## config.mk

```make
export PLATFORM = sky130hd
export DESIGN_NAME = conv_sequencer
export DESIGN_NICKNAME = d
export VERILOG_FILES = /design/src/rtl/cseq_pkg.sv /design/src/rtl/cseq_regs.sv /design/src/rtl/cseq_timer.sv /design/src/rtl/cseq_limits.sv /design/src/rtl/conv_sequencer.sv
export SDC_FILE = /design/constraint.sdc
export NUM_CORES = 1
export LEC_CHECK = 0
export ABC_AREA = 1
export BUFFER_PORTS_ARGS = -buffer_cell sky130_fd_sc_hd__clkbuf_2
export CAP_MARGIN = 20
export CELL_PAD_IN_SITES_DETAIL_PLACEMENT = 1
export CELL_PAD_IN_SITES_GLOBAL_PLACEMENT = 2
export CORE_UTILIZATION = 35
export DETAILED_ROUTE_END_ITERATION = 10
export GPL_TIMING_DRIVEN = 0
export PLACE_DENSITY_LB_ADDON = 0.1
export SLEW_MARGIN = 30
export SYNTH_ARGS = -nofsm -noshare
export SYNTH_HDL_FRONTEND = slang
export SYNTH_SLANG_ARGS = --single-unit
```

## constraint.sdc

```tcl
create_clock -name clk -period 5 [get_ports clk]
set_clock_uncertainty 0.1 [all_clocks]
set_input_delay 0.25 -clock clk [delete_from_list [all_inputs] [get_ports clk]]
set_output_delay 0.25 -clock clk [all_outputs]
set_load 0.02 [all_outputs]
```

## src/rtl/cseq_pkg.sv

```systemverilog
// Shared constants for the conversion sequencer.
// Assumes an 8-bit register port and a 3-bit address space.
package cseq_pkg;
    localparam int DW = 8;
    localparam int AW = 3;
    localparam int RW = 3;
    localparam int SHIFT_MAX = 8;
    localparam int NCH = 2;

    localparam logic [AW-1:0] ADR_RATE    = 3'd0;
    localparam logic [AW-1:0] ADR_LOC_HI  = 3'd1;
    localparam logic [AW-1:0] ADR_LOC_LO  = 3'd2;
    localparam logic [AW-1:0] ADR_REM_HI  = 3'd3;
    localparam logic [AW-1:0] ADR_REM_LO  = 3'd4;
    localparam logic [AW-1:0] ADR_TRIGGER = 3'd5;

    typedef enum logic {S_IDLE, S_BUSY} seq_state_e;
endpackage

```

## src/rtl/cseq_regs.sv

```systemverilog
// Register file: rate code, four limits and the trigger decode.
// Assumes a single-cycle write strobe. Reads are combinational.
// Reserved rate codes are dropped. Trigger data is never stored.
module cseq_regs
    import cseq_pkg::*;
#(
    parameter int P_DW = DW,
    parameter int P_AW = AW,
    parameter int P_RW = RW,
    parameter int P_NCH = NCH
) (
    input  logic                        clk,
    input  logic                        rst_n,
    input  logic                        wr,
    input  logic [P_AW-1:0]             addr,
    input  logic [P_DW-1:0]             wdata,
    output logic [P_DW-1:0]             rdata,
    output logic [P_RW-1:0]             rate,
    output logic [P_NCH-1:0][P_DW-1:0]  lim_hi,
    output logic [P_NCH-1:0][P_DW-1:0]  lim_lo,
    output logic                        trig_wr
);
    localparam int MAXCODE = (1 << P_RW) - 1;
    localparam logic [P_DW-1:0] HI_RST = {1'b0, {(P_DW-1){1'b1}}};
    localparam logic [P_DW-1:0] LO_RST = {1'b1, {(P_DW-1){1'b0}}};

    logic code_ok;
    assign code_ok = (wdata <= P_DW'(MAXCODE));
    assign trig_wr = wr && (addr == ADR_TRIGGER);

    // Stores writes to the rate and limit registers.
    always_ff @(posedge clk) begin
        if (!rst_n) begin
            rate   <= P_RW'(MAXCODE);
            lim_hi <= {P_NCH{HI_RST}};
            lim_lo <= {P_NCH{LO_RST}};
        end else if (wr) begin
            case (addr)
                ADR_RATE:   if (code_ok) rate <= wdata[P_RW-1:0];
                ADR_LOC_HI: lim_hi[0] <= wdata;
                ADR_LOC_LO: lim_lo[0] <= wdata;
                ADR_REM_HI: lim_hi[1] <= wdata;
                ADR_REM_LO: lim_lo[1] <= wdata;
                default: ;
            endcase
        end
    end

    // Selects the read data. The trigger address reads as zero.
    always_comb begin
        case (addr)
            ADR_RATE:   rdata = {{(P_DW-P_RW){1'b0}}, rate};
            ADR_LOC_HI: rdata = lim_hi[0];
            ADR_LOC_LO: rdata = lim_lo[0];
            ADR_REM_HI: rdata = lim_hi[1];
            ADR_REM_LO: rdata = lim_lo[1];
            default:    rdata = '0;
        endcase
    end

    AST_RESERVED_RATE_KEPT: assert property (@(posedge clk) disable iff (!rst_n)
        (wr && addr == ADR_RATE && !code_ok) |=> $stable(rate));
    AST_TRIGGER_NOT_STORED: assert property (@(posedge clk) disable iff (!rst_n)
        trig_wr |=> ($stable(rate) && $stable(lim_hi) && $stable(lim_lo)));
endmodule

```

## src/rtl/cseq_timer.sv

```systemverilog
// Rate timer: counts reference ticks and flags when a cycle is due.
// The period is 2^(SHIFT_MAX-rate) ticks. The count is cleared when not running.
// Assumes tick is a one-clock pulse.
module cseq_timer #(
    parameter int P_RW = 3,
    parameter int P_SHIFT_MAX = 8
) (
    input  logic            clk,
    input  logic            rst_n,
    input  logic            run,
    input  logic            tick,
    input  logic [P_RW-1:0] rate,
    output logic            due
);
    localparam int CW = P_SHIFT_MAX;

    logic [CW-1:0] cnt;
    logic [CW:0]   period_m1;

    // Last tick index of the current period.
    assign period_m1 = ({{CW{1'b0}}, 1'b1} << (P_SHIFT_MAX - int'(rate))) - 1'b1;
    // Uses >= so that a shorter new period takes effect at once.
    assign due = run && tick && ({1'b0, cnt} >= period_m1);

    // Advances on each tick and wraps once a cycle is due.
    always_ff @(posedge clk) begin
        if (!rst_n || !run) begin
            cnt <= '0;
        end else if (tick) begin
            cnt <= due ? '0 : cnt + 1'b1;
        end
    end
endmodule

```

## src/rtl/cseq_limits.sv

```systemverilog
// Limit comparator: compares each channel's result with its limits
// as signed values, using strict > and <. Flags load only on upd.
module cseq_limits #(
    parameter int P_DW = 8,
    parameter int P_NCH = 2
) (
    input  logic                        clk,
    input  logic                        rst_n,
    input  logic                        upd,
    input  logic [P_NCH-1:0][P_DW-1:0]  res,
    input  logic [P_NCH-1:0][P_DW-1:0]  lim_hi,
    input  logic [P_NCH-1:0][P_DW-1:0]  lim_lo,
    output logic [P_NCH-1:0]            flag_hi,
    output logic [P_NCH-1:0]            flag_lo
);
    for (genvar ch = 0; ch < P_NCH; ch++) begin : g_ch
        // Loads this channel's flags when a conversion completes.
        always_ff @(posedge clk) begin
            if (!rst_n) begin
                flag_hi[ch] <= 1'b0;
                flag_lo[ch] <= 1'b0;
            end else if (upd) begin
                flag_hi[ch] <= $signed(res[ch]) > $signed(lim_hi[ch]);
                flag_lo[ch] <= $signed(res[ch]) < $signed(lim_lo[ch]);
            end
        end

        AST_HI_EQUAL_QUIET: assert property (@(posedge clk) disable iff (!rst_n)
            (upd && res[ch] == lim_hi[ch]) |=> !flag_hi[ch]);
        AST_LO_EQUAL_QUIET: assert property (@(posedge clk) disable iff (!rst_n)
            (upd && res[ch] == lim_lo[ch]) |=> !flag_lo[ch]);
    end

    AST_FLAGS_HELD: assert property (@(posedge clk) disable iff (!rst_n)
        !upd |=> ($stable(flag_hi) && $stable(flag_lo)));
endmodule

```

## src/rtl/conv_sequencer.sv

```systemverilog
// Top: starts conversion cycles from the rate timer or from a trigger
// write in standby, waits for conv_done, then updates the limit alarms.
// Assumes the converter answers every conv_start with one conv_done.
module conv_sequencer
    import cseq_pkg::*;
(
    input  logic          clk,
    input  logic          rst_n,
    input  logic          reg_wr,
    input  logic [AW-1:0] reg_addr,
    input  logic [DW-1:0] reg_wdata,
    output logic [DW-1:0] reg_rdata,
    input  logic          standby,
    input  logic          tick,
    output logic          conv_start,
    input  logic          conv_done,
    input  logic [DW-1:0] local_res,
    input  logic [DW-1:0] remote_res,
    output logic          alarm_local_hi,
    output logic          alarm_local_lo,
    output logic          alarm_remote_hi,
    output logic          alarm_remote_lo
);
    logic [RW-1:0]          rate;
    logic [NCH-1:0][DW-1:0] lim_hi, lim_lo, res;
    logic [NCH-1:0]         flag_hi, flag_lo;
    logic                   trig_wr, due, fire_trig, fire_per, upd;
    seq_state_e             state;

    cseq_regs #(.P_DW(DW), .P_AW(AW), .P_RW(RW), .P_NCH(NCH)) u_regs (
        .clk(clk), .rst_n(rst_n), .wr(reg_wr), .addr(reg_addr),
        .wdata(reg_wdata), .rdata(reg_rdata), .rate(rate),
        .lim_hi(lim_hi), .lim_lo(lim_lo), .trig_wr(trig_wr)
    );

    cseq_timer #(.P_RW(RW), .P_SHIFT_MAX(SHIFT_MAX)) u_timer (
        .clk(clk), .rst_n(rst_n), .run(!standby), .tick(tick),
        .rate(rate), .due(due)
    );

    assign res = {remote_res, local_res};

    cseq_limits #(.P_DW(DW), .P_NCH(NCH)) u_limits (
        .clk(clk), .rst_n(rst_n), .upd(upd), .res(res),
        .lim_hi(lim_hi), .lim_lo(lim_lo),
        .flag_hi(flag_hi), .flag_lo(flag_lo)
    );

    assign fire_trig = (state == S_IDLE) && standby && trig_wr;
    assign fire_per  = (state == S_IDLE) && !standby && due;
    assign upd       = (state == S_BUSY) && conv_done;

    // Sequences idle -> busy -> idle and issues the start pulse.
    always_ff @(posedge clk) begin
        if (!rst_n) begin
            state      <= S_IDLE;
            conv_start <= 1'b0;
        end else begin
            conv_start <= fire_trig || fire_per;
            case (state)
                S_IDLE: if (fire_trig || fire_per) state <= S_BUSY;
                S_BUSY: if (conv_done) state <= S_IDLE;
                default: state <= S_IDLE;
            endcase
        end
    end

    assign alarm_local_hi  = flag_hi[0];
    assign alarm_remote_hi = flag_hi[1];
    assign alarm_local_lo  = flag_lo[0];
    assign alarm_remote_lo = flag_lo[1];

    AST_START_SINGLE: assert property (@(posedge clk) disable iff (!rst_n)
        conv_start |=> !conv_start);
    AST_TRIGGER_STARTS: assert property (@(posedge clk) disable iff (!rst_n)
        (state == S_IDLE && standby && trig_wr) |=> conv_start);
    AST_STANDBY_QUIET: assert property (@(posedge clk) disable iff (!rst_n)
        (state == S_IDLE && standby && !trig_wr) |=> !conv_start);
    AST_RUN_TRIGGER_IGNORED: assert property (@(posedge clk) disable iff (!rst_n)
        (state == S_IDLE && !standby && !tick) |=> !conv_start);
endmodule

```

[Word-level counts from Yosys, hierarchy flattened]
Cells that the tools add are included.
Storage, ports and cells
  input bits: 33
  word-level logic and storage cells: 51
  bits in registers: 49
Cells by class
  reduce and logical (&&, ||, !) cells: 18
  add/sub/neg operators: 3
  bitwise operators: 1
  shift-type cells: 1
  $lt $le $gt $ge: 6
  mux-type cells: 5
  eq/ne operators: 5
Operators by type and width (number)
  $pmux W8 S5: 1
  $shl A1 B32 Y9 const A: 1
  $gt A8 B8 Y1: 2
  $lt A8 B8 Y1: 2
  $ge A8 B9 Y1: 1
  $sub A9 B1 Y9 const B: 1
  $add A8 B1 Y8 const B: 1
  $le A8 B3 Y1 const B: 1
  $logic_and A1 B1 Y1: 8
  $mux W8: 1
  $reduce_and A2 Y1: 4
  $eq A3 B2 Y1 const B: 2
  $eq A3 B3 Y1 const B: 2
  $sub A4 B3 Y5 const A: 1
  $eq A3 B1 Y1 const B: 1
  $logic_not A3 Y1: 1
  $reduce_and A3 Y1: 1
  $logic_not A1 Y1: 2
  $logic_or A1 B1 Y1: 2
  $mux W1: 2
  $pmux W1 S2: 1
  $not A1 Y1: 1

[Logic depth before layout (Yosys ltp)]
  word-level depth: 9
  mapped depth: 20

[By module]
A second synthesis with hierarchy kept.
Unflattened totals
  cells, all modules: 514
  area, all modules: 3388.2 um2
Modules (own cells, without submodules)
  cseq_regs: area an instance 1644.1 um2, instances 1, sequential area each 700.7 um2, cells an instance 246
  cseq_limits: area an instance 1011.0 um2, instances 1, sequential area each 80.1 um2, cells an instance 166
  cseq_timer: area an instance 629.4 um2, instances 1, sequential area each 160.2 um2, cells an instance 87
  conv_sequencer: area an instance 103.8 um2, instances 1, sequential area each 40.0 um2, cells an instance 15

[Worst setup path before layout]
OpenSTA, ideal clock, no wires.
  path type: reg2reg
  start point: register u_regs.rate[1]
  end point: register state
  arrival time: 2031 ps
  required time: 4791 ps
  cell stages (with the launch flop): 20
  setup slack: 2760 ps
  library setup time: 109 ps
  cell sequence: dfxtp_1 nand2_1 inv_1 nand2_1 ha_1 o31ai_1 inv_1 ha_1 nand2_1 inv_1 nand2_1 nand2_1 nand2_1 nand2_1 nand2_1 nand3_1 nand2_2 nand3_2 nand2_1 inv_1
On the way
  longest elaborated chain between the ends: 9
RTL lines
  from (decl): line cseq_regs.sv:18  | output logic [P_RW-1:0] rate,
  from (signal assigned): line cseq_regs.sv:34  | rate <= P_RW'(MAXCODE);
  from (signal assigned): line cseq_regs.sv:39  | ADR_RATE: if (code_ok) rate <= wdata[P_RW-1:0];
  $sub A4 B3 Y5: line cseq_timer.sv:21  | assign period_m1 = ({{CW{1'b0}}, 1'b1} << (P_SHIFT_MAX - int'(rate))) - 1'b1;
  $shl A1 B32 Y9: line cseq_timer.sv:21
  $sub A9 B1 Y9: line cseq_timer.sv:21
  $ge A8 B9 Y1: line cseq_timer.sv:23  | assign due = run && tick && ({1'b0, cnt} >= period_m1);
  $logic_and A1 B1 Y1: line cseq_timer.sv:23
  $logic_and A1 B1 Y1: line conv_sequencer.sv:50  | assign fire_per = (state == S_IDLE) && !standby && due;
  $logic_or A1 B1 Y1: line conv_sequencer.sv:61  | S_IDLE: if (fire_trig || fire_per) state <= S_BUSY;
  $mux W1: line conv_sequencer.sv:61
  $pmux W1 S2: line conv_sequencer.sv:60  | case (state)
  to (signal assigned): line conv_sequencer.sv:61
  to (signal assigned): line conv_sequencer.sv:62  | S_BUSY: if (conv_done) state <= S_IDLE;
  to (signal assigned): line conv_sequencer.sv:63  | default: state <= S_IDLE;
  to (decl): line conv_sequencer.sv:28  | seq_state_e state;
Every way passes these cells.
A chain may end at the register's enable or synchronous reset.

[Final worst setup path]
  start point: register u_regs.rate[1]
  end point: register u_timer.cnt[0]
On the way
  longest elaborated chain between the ends: 6
RTL lines
  $sub A4 B3 Y5: line cseq_timer.sv:21
  $shl A1 B32 Y9: line cseq_timer.sv:21
  $sub A9 B1 Y9: line cseq_timer.sv:21
  $ge A8 B9 Y1: line cseq_timer.sv:23
  $logic_and A1 B1 Y1: line cseq_timer.sv:23
  $mux W8: line cseq_timer.sv:30  | cnt <= due ? '0 : cnt + 1'b1;
  to (signal assigned): line cseq_timer.sv:30
  to (decl): line cseq_timer.sv:17  | logic [CW-1:0] cnt;
Every way passes these cells.

==> results_dict.tcl <==
set metrics [dict create \
    status "complete, no violations" \
    leakage_uw 0.00178 \
    ys_ff_latch 49 \
    powerDensity_nw_per_um2 226 \
    path_cells "nand2_1, inv_1, nand2_1, ha_1, xor2_1, ha_1, a21oi_1, nand2_1, nand2_1, nand2_1, nand2_1, nand2_1, nand2_1, nand3_1, nand2_2, nand2_4, a21oi_2" \
    drive_above_1_share_pct 17.2 \
    port_buffers 45 \
    regToRegStartpoint "u_regs.rate[1]" \
    die_w_um 96.3 \
    dp_cells 570 \
    fin_nets 542 \
    first_pass_iters 4 \
    cp.arrival_ps 2760 \
    hold_viol 0 \
    grt_setup_unrepaired "no" \
    drc 0 \
    slew_headroom_pct 63.4 \
    die-area_sq_um 9280 \
    drt_iter0_markers 82 \
    cts_resized 0 \
    timing.critical_path.to "u_timer.cnt[0]" \
    cts-htree-levels 2 \
    critPathBufInv 1 \
    yosys-top-cells-area "dfxtp_1 (31%), ha_1 (16%), nand2_1 (8.3%)" \
    clockRootBuffer "clkbuf_8" \
    rrSetupSlack_ps 2390 \
    postRouteAntennaNets 0 \
    cts_setup_buffers 0 \
    start_kind "register" \
    die_h_um 96.3 \
    n_antenna_cell 0 \
    min_path_cells 3 \
    ir_drop_mv 0.0903 \
    yosys_warnings 0 \
    critPathLaunch "u_regs.rate[1]" \
    hold_buffers 0 \
    antenna_found_initial 0 \
    slew_viol_final 0 \
    grt_overflow_total 0 \
    finalSetupTns_ps 0 \
    wl_per_cell_um 16.0 \
    drt-total-wl_um 9220 \
    cts_tree "built" \
    synthDistinctLibCells 39 \
    cts_inserted_buffers 5 \
    synth.avg_cell_area_sq_um 7.49 \
    finish.utilization_pct 41.0 \
    drt-vias-per-instance 5.07 \
    synthesis.instances 416 \
    place_hpwl_um 7690 \
    fmax_mhz 383 \
    min_period_over_period_pct 52.3 \
    grt_pass1_wl_um 14400 \
    grt_pass1_vias 2860 \
    yosysSeqAreaShare_pct 31.5 \
    core_area_sq_um 8680 \
    critPathTopFamily "simple AND/OR/NAND/NOR gates" \
    period_needed_ps 2610 \
    cp_max_fo 7 \
    worst_pin_slew_ps 550 \
    max_stage_delay_ps 460 \
    worstSkewPairLatency_ps 310 \
    min_path_type "input pin to register" \
    grt_usage_pct 20.8 \
    cp.depth 17 \
    finalSetupViolations 0 \
    synthesis.area_sq_um 3110 \
    start_util_pct 35.9 \
    path_class "register to register" \
    synth.largest_area_cell "dfxtp_1" \
    r2r-end "u_timer.cnt[0]" \
    area_growth_pct 14.3 \
    clk_pin_slew_ps 100 \
    dpl-instance-area_sq_um 3480 \
    grt_max_degree 14 \
    cp.required_ps 5150 \
    core.rowCount 34 \
    cts_num_sinks 49 \
    worst_setup_path_end_kind "register" \
    worstRegToRegCells 17 \
    clk_path_buf_depth 2 \
    place.gp.congestion 0.769 \
    final_cell_area_sq_um 3560 \
    synth_top_area_share_pct 31.5 \
    crit_top_cell "nand2_1" \
    cap_viol_max_count 0 \
    vias 2931 \
    io_pins 46 \
    finalNonFillerCells 578 \
    slowest_stage "dfxtp_1" \
]
## power breakdown
part | leakage, uW | switching, uW | internal [uW] | total [uW]
Clock | 0.0000395 | 140 | 100 | 240
Sequential | 0.000398 | 5.90 | 402 | 407
Combinational | 0.00134 | 99.9 | 56.8 | 157
## final cells by class
| type | instances | area (sq um) |
|---|---|---|
| Buffer | 8 | 41.3 |
| Clock buffer | 8 | 80.1 |
| Fill cell | 1124 | 5120 |
| Inverter | 73 | 274 |
| Multi-Input combinational cell | 287 | 1820 |
| Sequential cell | 49 | 981 |
| Tap cell | 108 | 135 |
| Timing Repair Buffer | 45 | 225 |
## synth_stat cells
library cell and instances:
nand3b_1 1, xnor2_1 2, dfxtp_1 49, inv_2 6, o211ai_1 12, nor2_2 6
a21oi_1 39, nand3_1 11, nor3_1 3, conb_1 1, nand4_1 5, buf_4 2
a211o_1 1, o31ai_1 2, a31oi_1 1, nor3_4 1, nor2_4 2, a21oi_2 1
o21ai_1 2, a221o_1 5, nand2_2 5, o21ai_0 33, a211oi_1 1, buf_2 3
a221oi_1 3, a21o_1 1, xor2_1 5, nand3_2 2, a22oi_1 1, nor2_1 20
o22ai_1 7, nand2_4 1, nor4_2 1, ha_1 40, or2_4 1, nand2_1 69
o21a_1 1, clkbuf_1 3, inv_1 67
## flip-flops by register name, indices dropped and copies added, names as in the netlist
name              count
u_timer.cnt           8
state                 1
u_regs.lim_lo        16
u_regs.lim_hi        16
u_limits.flag_hi      2
conv_start            1
u_regs.rate           3
u_limits.flag_lo      2
## worst reg2reg max path, cell delays in order (launching register included)
cell and delay [ps]:
dfxtp_1 460, nand2_1 110, inv_1 100, nand2_1 60, ha_1 270, xor2_1 190
ha_1 320, a21oi_1 150, nand2_1 90, nand2_1 70, nand2_1 50, nand2_1 50
nand2_1 60, nand2_1 60, nand3_1 80, nand2_2 140, nand2_4 110, a21oi_2 110
## through the flow
step	total power, uW	hold WS (ps)	setup slack [ps]
finish	804	105	2390
global route	844	115	2100
CTS	810	99.4	2390
detailed placement	575	345	2420
global placement	571	341	2450
floorplan	512	276	2760
## cells by family after synthesis
family	count (synthesis)	share of synthesized area [%]
buffers and inverters	81	10.1
AO/OA/AOI/OAI	110	20.9
XOR/XNOR	7	1.97
flip-flops	49	31.5
other	1	0.120
AND/OR/NAND/NOR	128	19.4
adder cells (fa/ha/maj)	40	16.1
## per-layer routing
metal	global-route usage, %	up-vias	wire length, um
li1	-	1498	-
met1	27.3	1380	4550
met2	35.7	41	4320
met3	2.84	12	208
met4	5.27	0	140
met5	0	-	0
## placed cells by master, fill, tap and decap left out, drive strengths merged
master,count
a211o,1
a211oi,1
a21o,1
a21oi,40
a221o,5
a221oi,3
a22oi,1
a31oi,1
buf,5
clkbuf,56
conb,2
dfxtp,49
ha,40
inv,73
nand2,75
nand3,13
nand3b,1
nand4,5
nor2,28
nor3,4
nor4,1
o211ai,12
o21a,1
o21ai,35
o22ai,7
o31ai,2
or2,1
xnor2,2
xor2,5
## how the worst min path moves through the flow
| stage | start | to | slack [ps] |
|---|---|---|---|
| floorplan | reg_wdata[2] | u_regs.lim_hi[10] | 280 |
| global placement | u_limits.flag_lo[0] | u_limits.flag_lo[0] | 340 |
| detailed placement | u_limits.flag_lo[1] | u_limits.flag_lo[1] | 350 |
| CTS | reg_wdata[7] | u_regs.lim_lo[7] | 100 |
| global route | reg_wdata[4] | u_regs.lim_hi[4] | 110 |
| finish | reg_wdata[7] | u_regs.lim_lo[7] | 100 |
No activity file was read; power rests on OpenSTA's default activity.
